$ cat src/rtl/nhr_pkg.sv
// Shared constants and types for the NAND host register interface.
// Assumes byte-wide host accesses and a 256-byte page per register window.
package nhr_pkg;
    localparam logic [7:0] CFG_CMD_OFF   = 8'h04;
    localparam logic [7:0] CFG_BASE_OFF  = 8'h10;
    localparam logic [7:0] OP_MODE_OFF   = 8'h04;
    localparam logic [7:0] OP_STAT_OFF   = 8'h05;
    localparam logic [7:0] OP_ISR_OFF    = 8'h06;
    localparam logic [7:0] OP_IMR_OFF    = 8'h07;
    localparam logic [7:0] STATUS_CONST  = 8'h14;
    localparam int         PAGE_SHIFT    = 8;

    typedef enum logic [1:0] {
        RG_NONE = 2'd0,
        RG_CFG  = 2'd1,
        RG_OP   = 2'd2
    } region_e;
endpackage

$ cat src/rtl/nhr_decode.sv
// Address decoder: splits the host address into page and offset and picks
// the target window. The configuration page (1) wins over the base match,
// and page 0 is never claimed. Assumes ADDR_W <= BASE_W.
module nhr_decode
    import nhr_pkg::*;
#(
    parameter int ADDR_W = 32,
    parameter int BASE_W = 32
) (
    input  logic [ADDR_W-1:0] addr,
    input  logic              win_en,
    input  logic [BASE_W-1:0] base,
    output region_e           region,
    output logic [7:0]        off
);
    localparam int PAGE_W = ADDR_W - PAGE_SHIFT;

    logic [PAGE_W-1:0] page;
    logic [PAGE_W-1:0] base_page;

    assign page      = addr[ADDR_W-1:PAGE_SHIFT];
    assign base_page = base[ADDR_W-1:PAGE_SHIFT];
    assign off       = addr[7:0];

    // Select the window that owns the current page.
    always_comb begin
        if (page == PAGE_W'(1))
            region = RG_CFG;
        else if (page != '0 && win_en && page == base_page)
            region = RG_OP;
        else
            region = RG_NONE;
    end
endmodule

$ cat src/rtl/nhr_cfg_regs.sv
// Configuration page registers: the window-enable command bit and the
// relocatable base address split into byte lanes. Assumes wr_en is already
// qualified by the configuration-page decode.
module nhr_cfg_regs
    import nhr_pkg::*;
#(
    parameter int BASE_W = 32
) (
    input  logic              clk,
    input  logic              rst_n,
    input  logic              wr_en,
    input  logic [7:0]        off,
    input  logic [7:0]        wdata,
    output logic              win_en,
    output logic [BASE_W-1:0] base,
    output logic [7:0]        rdata
);
    localparam int LANES = BASE_W / 8;

    logic [7:0] lane_q [LANES];

    // Command register: only bit 1 is stored.
    always_ff @(posedge clk) begin
        if (!rst_n)
            win_en <= 1'b0;
        else if (wr_en && off == CFG_CMD_OFF)
            win_en <= wdata[1];
    end

    for (genvar g = 0; g < LANES; g++) begin : g_lane
        // One byte lane of the base address, written independently.
        always_ff @(posedge clk) begin
            if (!rst_n)
                lane_q[g] <= 8'h00;
            else if (wr_en && off == 8'(int'(CFG_BASE_OFF) + g))
                lane_q[g] <= wdata;
        end
        assign base[g*8 +: 8] = lane_q[g];
    end

    // Read mux for the configuration page.
    always_comb begin
        rdata = 8'h00;
        if (off == CFG_CMD_OFF)
            rdata = {6'b0, win_en, 1'b0};
        for (int i = 0; i < LANES; i++)
            if (off == 8'(int'(CFG_BASE_OFF) + i))
                rdata = lane_q[i];
    end


    en_rise_chk: assert property (@(posedge clk) disable iff (!rst_n)
        $rose(win_en) |-> $past(wr_en && off == CFG_CMD_OFF));
endmodule

$ cat src/rtl/nhr_op_regs.sv
// Operating page registers: flash data port, mode pins, error-correction
// command pulse, interrupt status and mask, and the interrupt output.
// Assumes wr_en and rd_en are already qualified by the operating-page decode.
module nhr_op_regs
    import nhr_pkg::*;
(
    input  logic       clk,
    input  logic       rst_n,
    input  logic       wr_en,
    input  logic       rd_en,
    input  logic [7:0] off,
    input  logic [7:0] wdata,
    input  logic [7:0] nf_din,
    output logic [7:0] rdata,
    output logic [7:0] nf_dout,
    output logic       nf_we,
    output logic       nf_re,
    output logic       nf_cle,
    output logic       nf_ale,
    output logic       nf_ce_n,
    output logic       nf_wp,
    output logic       ecc_clr,
    output logic       irq
);
    logic [7:0] mode_q;
    logic [7:0] isr_q;
    logic [7:0] imr_q;
    logic       is_data;
    logic       mode_wr;

    assign is_data = (off[7:2] == 6'd0);
    assign mode_wr = wr_en && off == OP_MODE_OFF;
    assign nf_re   = rd_en && is_data;

    // Mode register, which drives the flash control pins.
    always_ff @(posedge clk) begin
        if (!rst_n)
            mode_q <= 8'h00;
        else if (mode_wr)
            mode_q <= wdata;
    end

    // Clear pulse for the enable (01) and reset (11) command codes.
    always_ff @(posedge clk) begin
        if (!rst_n)
            ecc_clr <= 1'b0;
        else
            ecc_clr <= mode_wr && (wdata[6:5] == 2'b01 || wdata[6:5] == 2'b11);
    end

    // Interrupt status: host-writable, with bit 0 set by data writes.
    always_ff @(posedge clk) begin
        if (!rst_n)
            isr_q <= 8'h00;
        else if (wr_en && off == OP_ISR_OFF)
            isr_q <= wdata;
        else if (wr_en && is_data)
            isr_q[0] <= 1'b1;
    end

    // Interrupt mask register.
    always_ff @(posedge clk) begin
        if (!rst_n)
            imr_q <= 8'h00;
        else if (wr_en && off == OP_IMR_OFF)
            imr_q <= wdata;
    end

    // Flash write strobe and output byte.
    always_ff @(posedge clk) begin
        if (!rst_n) begin
            nf_we   <= 1'b0;
            nf_dout <= 8'h00;
        end else begin
            nf_we <= wr_en && is_data;
            if (wr_en && is_data)
                nf_dout <= wdata;
        end
    end

    assign nf_cle  = mode_q[0];
    assign nf_ale  = mode_q[1];
    assign nf_ce_n = ~mode_q[4];
    assign nf_wp   = mode_q[7];
    assign irq     = imr_q[7] && |(imr_q & isr_q);

    // Read mux for the operating page.
    always_comb begin
        if (is_data)
            rdata = nf_din;
        else begin
            case (off)
                OP_MODE_OFF: rdata = mode_q;
                OP_STAT_OFF: rdata = STATUS_CONST;
                OP_ISR_OFF:  rdata = isr_q;
                OP_IMR_OFF:  rdata = imr_q;
                default:     rdata = 8'h00;
            endcase
        end
    end


    data_wr_chk: assert property (@(posedge clk) disable iff (!rst_n)
        (wr_en && is_data) |=> (nf_we && isr_q[0] && nf_dout == $past(wdata)));

    irq_master_chk: assert property (@(posedge clk) disable iff (!rst_n)
        !imr_q[7] |-> !irq);

    ecc_pulse_chk: assert property (@(posedge clk) disable iff (!rst_n)
        ecc_clr |-> mode_q[5]);

    ce_follow_chk: assert property (@(posedge clk) disable iff (!rst_n)
        $fell(nf_ce_n) |-> $past(mode_wr));
endmodule

$ cat src/rtl/nand_host_regs.sv
// Top of the NAND host register interface: decodes the host byte bus into
// the configuration and operating windows and registers the read data.
// Assumes bus_wr and bus_rd are never high in the same cycle.
module nand_host_regs
    import nhr_pkg::*;
#(
    parameter int ADDR_W = 32,
    parameter int BASE_W = 32
) (
    input  logic              clk,
    input  logic              rst_n,
    input  logic [ADDR_W-1:0] bus_addr,
    input  logic              bus_wr,
    input  logic              bus_rd,
    input  logic [7:0]        bus_wdata,
    output logic [7:0]        bus_rdata,
    input  logic [7:0]        nf_din,
    output logic [7:0]        nf_dout,
    output logic              nf_we,
    output logic              nf_re,
    output logic              nf_cle,
    output logic              nf_ale,
    output logic              nf_ce_n,
    output logic              nf_wp,
    output logic              ecc_clr,
    output logic              irq
);
    region_e           region;
    logic [7:0]        off;
    logic              win_en;
    logic [BASE_W-1:0] base;
    logic [7:0]        cfg_rdata;
    logic [7:0]        op_rdata;

    nhr_decode #(.ADDR_W(ADDR_W), .BASE_W(BASE_W)) u_decode (
        .addr   (bus_addr),
        .win_en (win_en),
        .base   (base),
        .region (region),
        .off    (off)
    );

    nhr_cfg_regs #(.BASE_W(BASE_W)) u_cfg (
        .clk    (clk),
        .rst_n  (rst_n),
        .wr_en  (bus_wr && region == RG_CFG),
        .off    (off),
        .wdata  (bus_wdata),
        .win_en (win_en),
        .base   (base),
        .rdata  (cfg_rdata)
    );

    nhr_op_regs u_op (
        .clk     (clk),
        .rst_n   (rst_n),
        .wr_en   (bus_wr && region == RG_OP),
        .rd_en   (bus_rd && region == RG_OP),
        .off     (off),
        .wdata   (bus_wdata),
        .nf_din  (nf_din),
        .rdata   (op_rdata),
        .nf_dout (nf_dout),
        .nf_we   (nf_we),
        .nf_re   (nf_re),
        .nf_cle  (nf_cle),
        .nf_ale  (nf_ale),
        .nf_ce_n (nf_ce_n),
        .nf_wp   (nf_wp),
        .ecc_clr (ecc_clr),
        .irq     (irq)
    );

    // Registered host read data, taken from the window that owns the page.
    always_ff @(posedge clk) begin
        if (!rst_n)
            bus_rdata <= 8'h00;
        else if (bus_rd) begin
            case (region)
                RG_CFG:  bus_rdata <= cfg_rdata;
                RG_OP:   bus_rdata <= op_rdata;
                default: bus_rdata <= 8'h00;
            endcase
        end
    end


    rd_capture_chk: assert property (@(posedge clk) disable iff (!rst_n)
        nf_re |=> bus_rdata == $past(nf_din));

    win_gate_chk: assert property (@(posedge clk) disable iff (!rst_n)
        (nf_re || ecc_clr) |-> win_en || $past(win_en));
endmodule

$ cat config.mk
export PLATFORM = sky130hd
export DESIGN_NAME = nand_host_regs
export DESIGN_NICKNAME = d
export VERILOG_FILES = /design/src/rtl/nhr_pkg.sv /design/src/rtl/nhr_decode.sv /design/src/rtl/nhr_cfg_regs.sv /design/src/rtl/nhr_op_regs.sv /design/src/rtl/nand_host_regs.sv
export SDC_FILE = /design/constraint.sdc
export NUM_CORES = 1
export LEC_CHECK = 0
export ABC_AREA = 1
export BUFFER_PORTS_ARGS = -buffer_cell sky130_fd_sc_hd__buf_2
export CORE_ASPECT_RATIO = 0.5
export CORE_MARGIN = 5
export CORE_UTILIZATION = 45
export DETAILED_ROUTE_END_ITERATION = 12
export MAX_ROUTING_LAYER = met4
export PLACE_DENSITY = 0.69
export RECOVER_POWER = 50
export SLEW_MARGIN = 25
export SYNTH_ARGS = -nofsm -noshare
export SYNTH_HDL_FRONTEND = slang
export SYNTH_SLANG_ARGS = --single-unit
$ cat constraint.sdc
create_clock -name clk -period 1.7 [get_ports clk]
set_input_delay 0.17 -clock clk [delete_from_list [all_inputs] [get_ports clk]]
set_output_delay 0.17 -clock clk [all_outputs]
set_load 0.01 [all_outputs]
==> out/qor.csv <==
metric,value,unit
HP Class,in -> reg,
fmax,0.476,GHz
Synth Instances,699,
initial DRC count,481,
R2R cell count,14,
"Hold Vio Cnt, Final",0,
die height,81.8,µm
Clock Sinks,75,
first-pass GRT wire length,22100,µm
CP bufs+invs,3,
RSZ-0062 raised after global routing,yes,
"Largest delay share family, worst path",simple AND/OR/NAND/NOR gates,
mapped cell area,4640,µm²
worst vdd rail ir drop,0.613,mV
Pwr per Cell Area,722,nW/µm²
width of the die,154,µm
Placer Congestion,0.951,
clk_lat worst skew,0.34,ns
per-cell routed wire length,14.6,µm
required time worst endpoint,1.53,ns
violated checks,negative setup slack,
clk buf depth,2,
worst slew pin tran,0.521,ns
layout cell share with drive strength beyond 1,0.232,
crit start category,register,
Reg2Reg Setup Slack,-0.31,ns
gr usage total,0.232,
Layout Nets,876,
worst r2r src,u_cfg.lane_q[1][0],
worst-path cell chain,inv_2 -> nor2_2 -> nor3_2 -> nand2_1 -> nor2_1 -> nand2_1 -> nor2_2 -> buf_6 -> nand3_1 -> nor3_1 -> buf_2,
full die area,12600,µm²
Max-Cap Viols,0,
Overflow after GRT,0,
Setup crit start,u_cfg.lane_q[1][0],
Sum Neg Setup Slack,-10.38,ns
final setup violation count,42,
Detail Route Antenna Nets,0,
antenna violations before repair,0,
Levels on crit path,11,
CTS Buf Count,9,
syn_nets,751,
final std cells w/o fill,969,
post-route cell area,5950,µm²
CTS tree,built,
"Power, Total",4300,µW
TritonRoute pass-1 iters,7,
vias per inst,4.89,
"commonest non-fill, non-tap cell in the layout",nand2_1,
"Cell Area, Placed",5450,µm²
min-delay src,bus_wdata[7],
"FF+latch count, synth",75,
crit path max fanout,3,
CP Class,reg -> out,
Max stage delay on crit path,0.38,ns
status,"finished, violations left",
crit end category,output pin,
Cell Count Post-Placement,945,
"Seq/Total Area, Yosys",0.392,
routed wire length,14200,µm
yosys warns,0,
area grow syn2layout,28.1,%
CORE AREA,10100,µm²
largest net degree at the start of global routing,25,
Remaining DRCs,0,
Hold Path Depth,3,
Final Skew,0.00740,ns
"commonest cells after routing, fill and taps aside","nand2_1, nor2_1, inv_1",
worst rel slew slack,0.651,
fin. max-slew vios,0,
Worst R2R End,u_op.imr_q[6],
final worst-path cycle share,1.24,
Layout fillers,977,
CP max-delay cell,edfxtp_1,
IO Pins,76,
Hold EP,u_op.isr_q[7],
"Reg clk slew, reported paths",0.06,ns
Starting Density,0.457,
WP data arrival,1.93,ns
Port Buf Inserts,75,
H-tree Lvls,3,
Pleak,0.00286,µW
worst setup margin,-0.400,ns
mean post-synth cell area,6.64,µm²
routed via count,4741,
post-synth cell types,37,
HPWL after DPL,10700,µm
Final Critical Period,2.10,ns
row count,26,
number of antenna cells inserted,0,
vias in the first global route,4374,
CTS root buf,clkbuf_16,
==> worst reg2reg max path, delay by kind of cell (launching register included) <==
kind | cells | cell delay, ns
buffers and inverters | 5 | 0.63
DFF | 1 | 0.38
and+or+nand+nor | 9 | 0.89
==> synthesized netlist by cell type <==
cell type | instances | area (µm²)
nor2_4 | 5 | 56.3
inv_1 | 105 | 394
nand3_2 | 3 | 30.0
nand4_1 | 21 | 131
o21ai_1 | 4 | 20.0
a21oi_1 | 9 | 45.0
buf_1 | 1 | 3.75
o22ai_1 | 2 | 12.5
edfxtp_1 | 32 | 961
nand2_1 | 213 | 800
nor2_8 | 2 | 40.0
nor3_4 | 2 | 32.5
inv_2 | 9 | 33.8
and3_1 | 1 | 6.26
nor2_2 | 11 | 68.8
o21ai_2 | 1 | 8.76
clkbuf_1 | 2 | 7.51
nor3_1 | 2 | 10.0
nand2_2 | 9 | 56.3
or2_0 | 1 | 6.26
buf_2 | 3 | 15.0
and2_1 | 1 | 6.26
buf_4 | 3 | 22.5
nand4_4 | 6 | 128
o21ai_0 | 11 | 55.1
a221oi_1 | 2 | 17.5
a211oi_1 | 1 | 7.51
or3_1 | 1 | 6.26
buf_6 | 2 | 22.5
nor3_2 | 1 | 10.0
xnor2_1 | 4 | 35.0
nand3_1 | 21 | 105
nand3b_1 | 1 | 7.51
dfxtp_1 | 43 | 861
nor2_1 | 161 | 604
o211ai_1 | 1 | 7.51
clkinv_1 | 2 | 7.51
==> state kept, by name, summed over array words and instances (netlist names) <==
name / flops
u_cfg.lane_q: 32
u_cfg.win_en: 1
u_op.nf_we: 1
u_op.nf_dout: 8
u_op.imr_q: 8
u_op.mode_q: 8
u_op.ecc_clr: 1
u_op.isr_q: 8
bus_rdata: 8
==> area by class of cell <==
cell class,count,area [µm²],area share
Clock buffer,9,225,0.0379
Clock inverter,7,77.6,0.0130
Inverter,116,435,0.0732
Multi-Input combinational cell,499,2450,0.412
Sequential cell,75,1820,0.306
Tap cell,140,175,0.0294
Timing Repair Buffer,123,763,0.128
==> metal layers <==
layer	GRT usage	wire [µm]	up-vias	share of wire
met5	-	0	-	0
met4	0.0493	191	0	0.013
met3	0.0495	1120	20	0.079
met2	0.367	6190	177	0.44
met1	0.313	6670	2134	0.47
li1	-	-	2410	-
==> metrics by stage <==
step / utilization / setup WS, ns / hold slack [ns]
floorplan: - / 0.0689 / 0.291
global placement: 0.537 / -0.146 / 0.453
detailed placement: 0.537 / -0.125 / 0.479
CTS: 0.571 / -0.392 / 0.123
global route: 0.586 / -0.498 / 0.138
finish: 0.586 / -0.400 / 0.145
==> power by group <==
group          leakage, µW  switching [µW]  total (µW)  internal, µW
Sequential        0.000650            26.7        1940          1910
Clock             0.000146             779        1920          1150
Combinational      0.00207             276         433           157
Total              0.00286            1080        4300          3220
==> timing repair <==
item,4_1_cts,5_1_grt
endpoints found under the setup margin,42,43
setup buffers,2,4
gates resized for setup,7,34
endpoints found under the hold margin,0,0
hold buffers,0,0
pin swaps,0,10
cloned,0,2
==> kinds of logic (layout without fill, tap and decap cells) <==
group	Yosys count	after routing	share of synthesized area
xor+xnor	4	4	0.00755
simple gates	462	464	0.453
flops	75	75	0.392
compound gates	31	31	0.0375
buf+inv	127	255	0.109
==> how the worst max path moves through the flow <==
stage | end
final | nf_re
after global routing | nf_re
after CTS | nf_re
after detailed placement | u_op.nf_dout[6]
after global placement | nf_re
after floorplan | nf_re
Note: power is estimated with default switching activity, not from simulation.
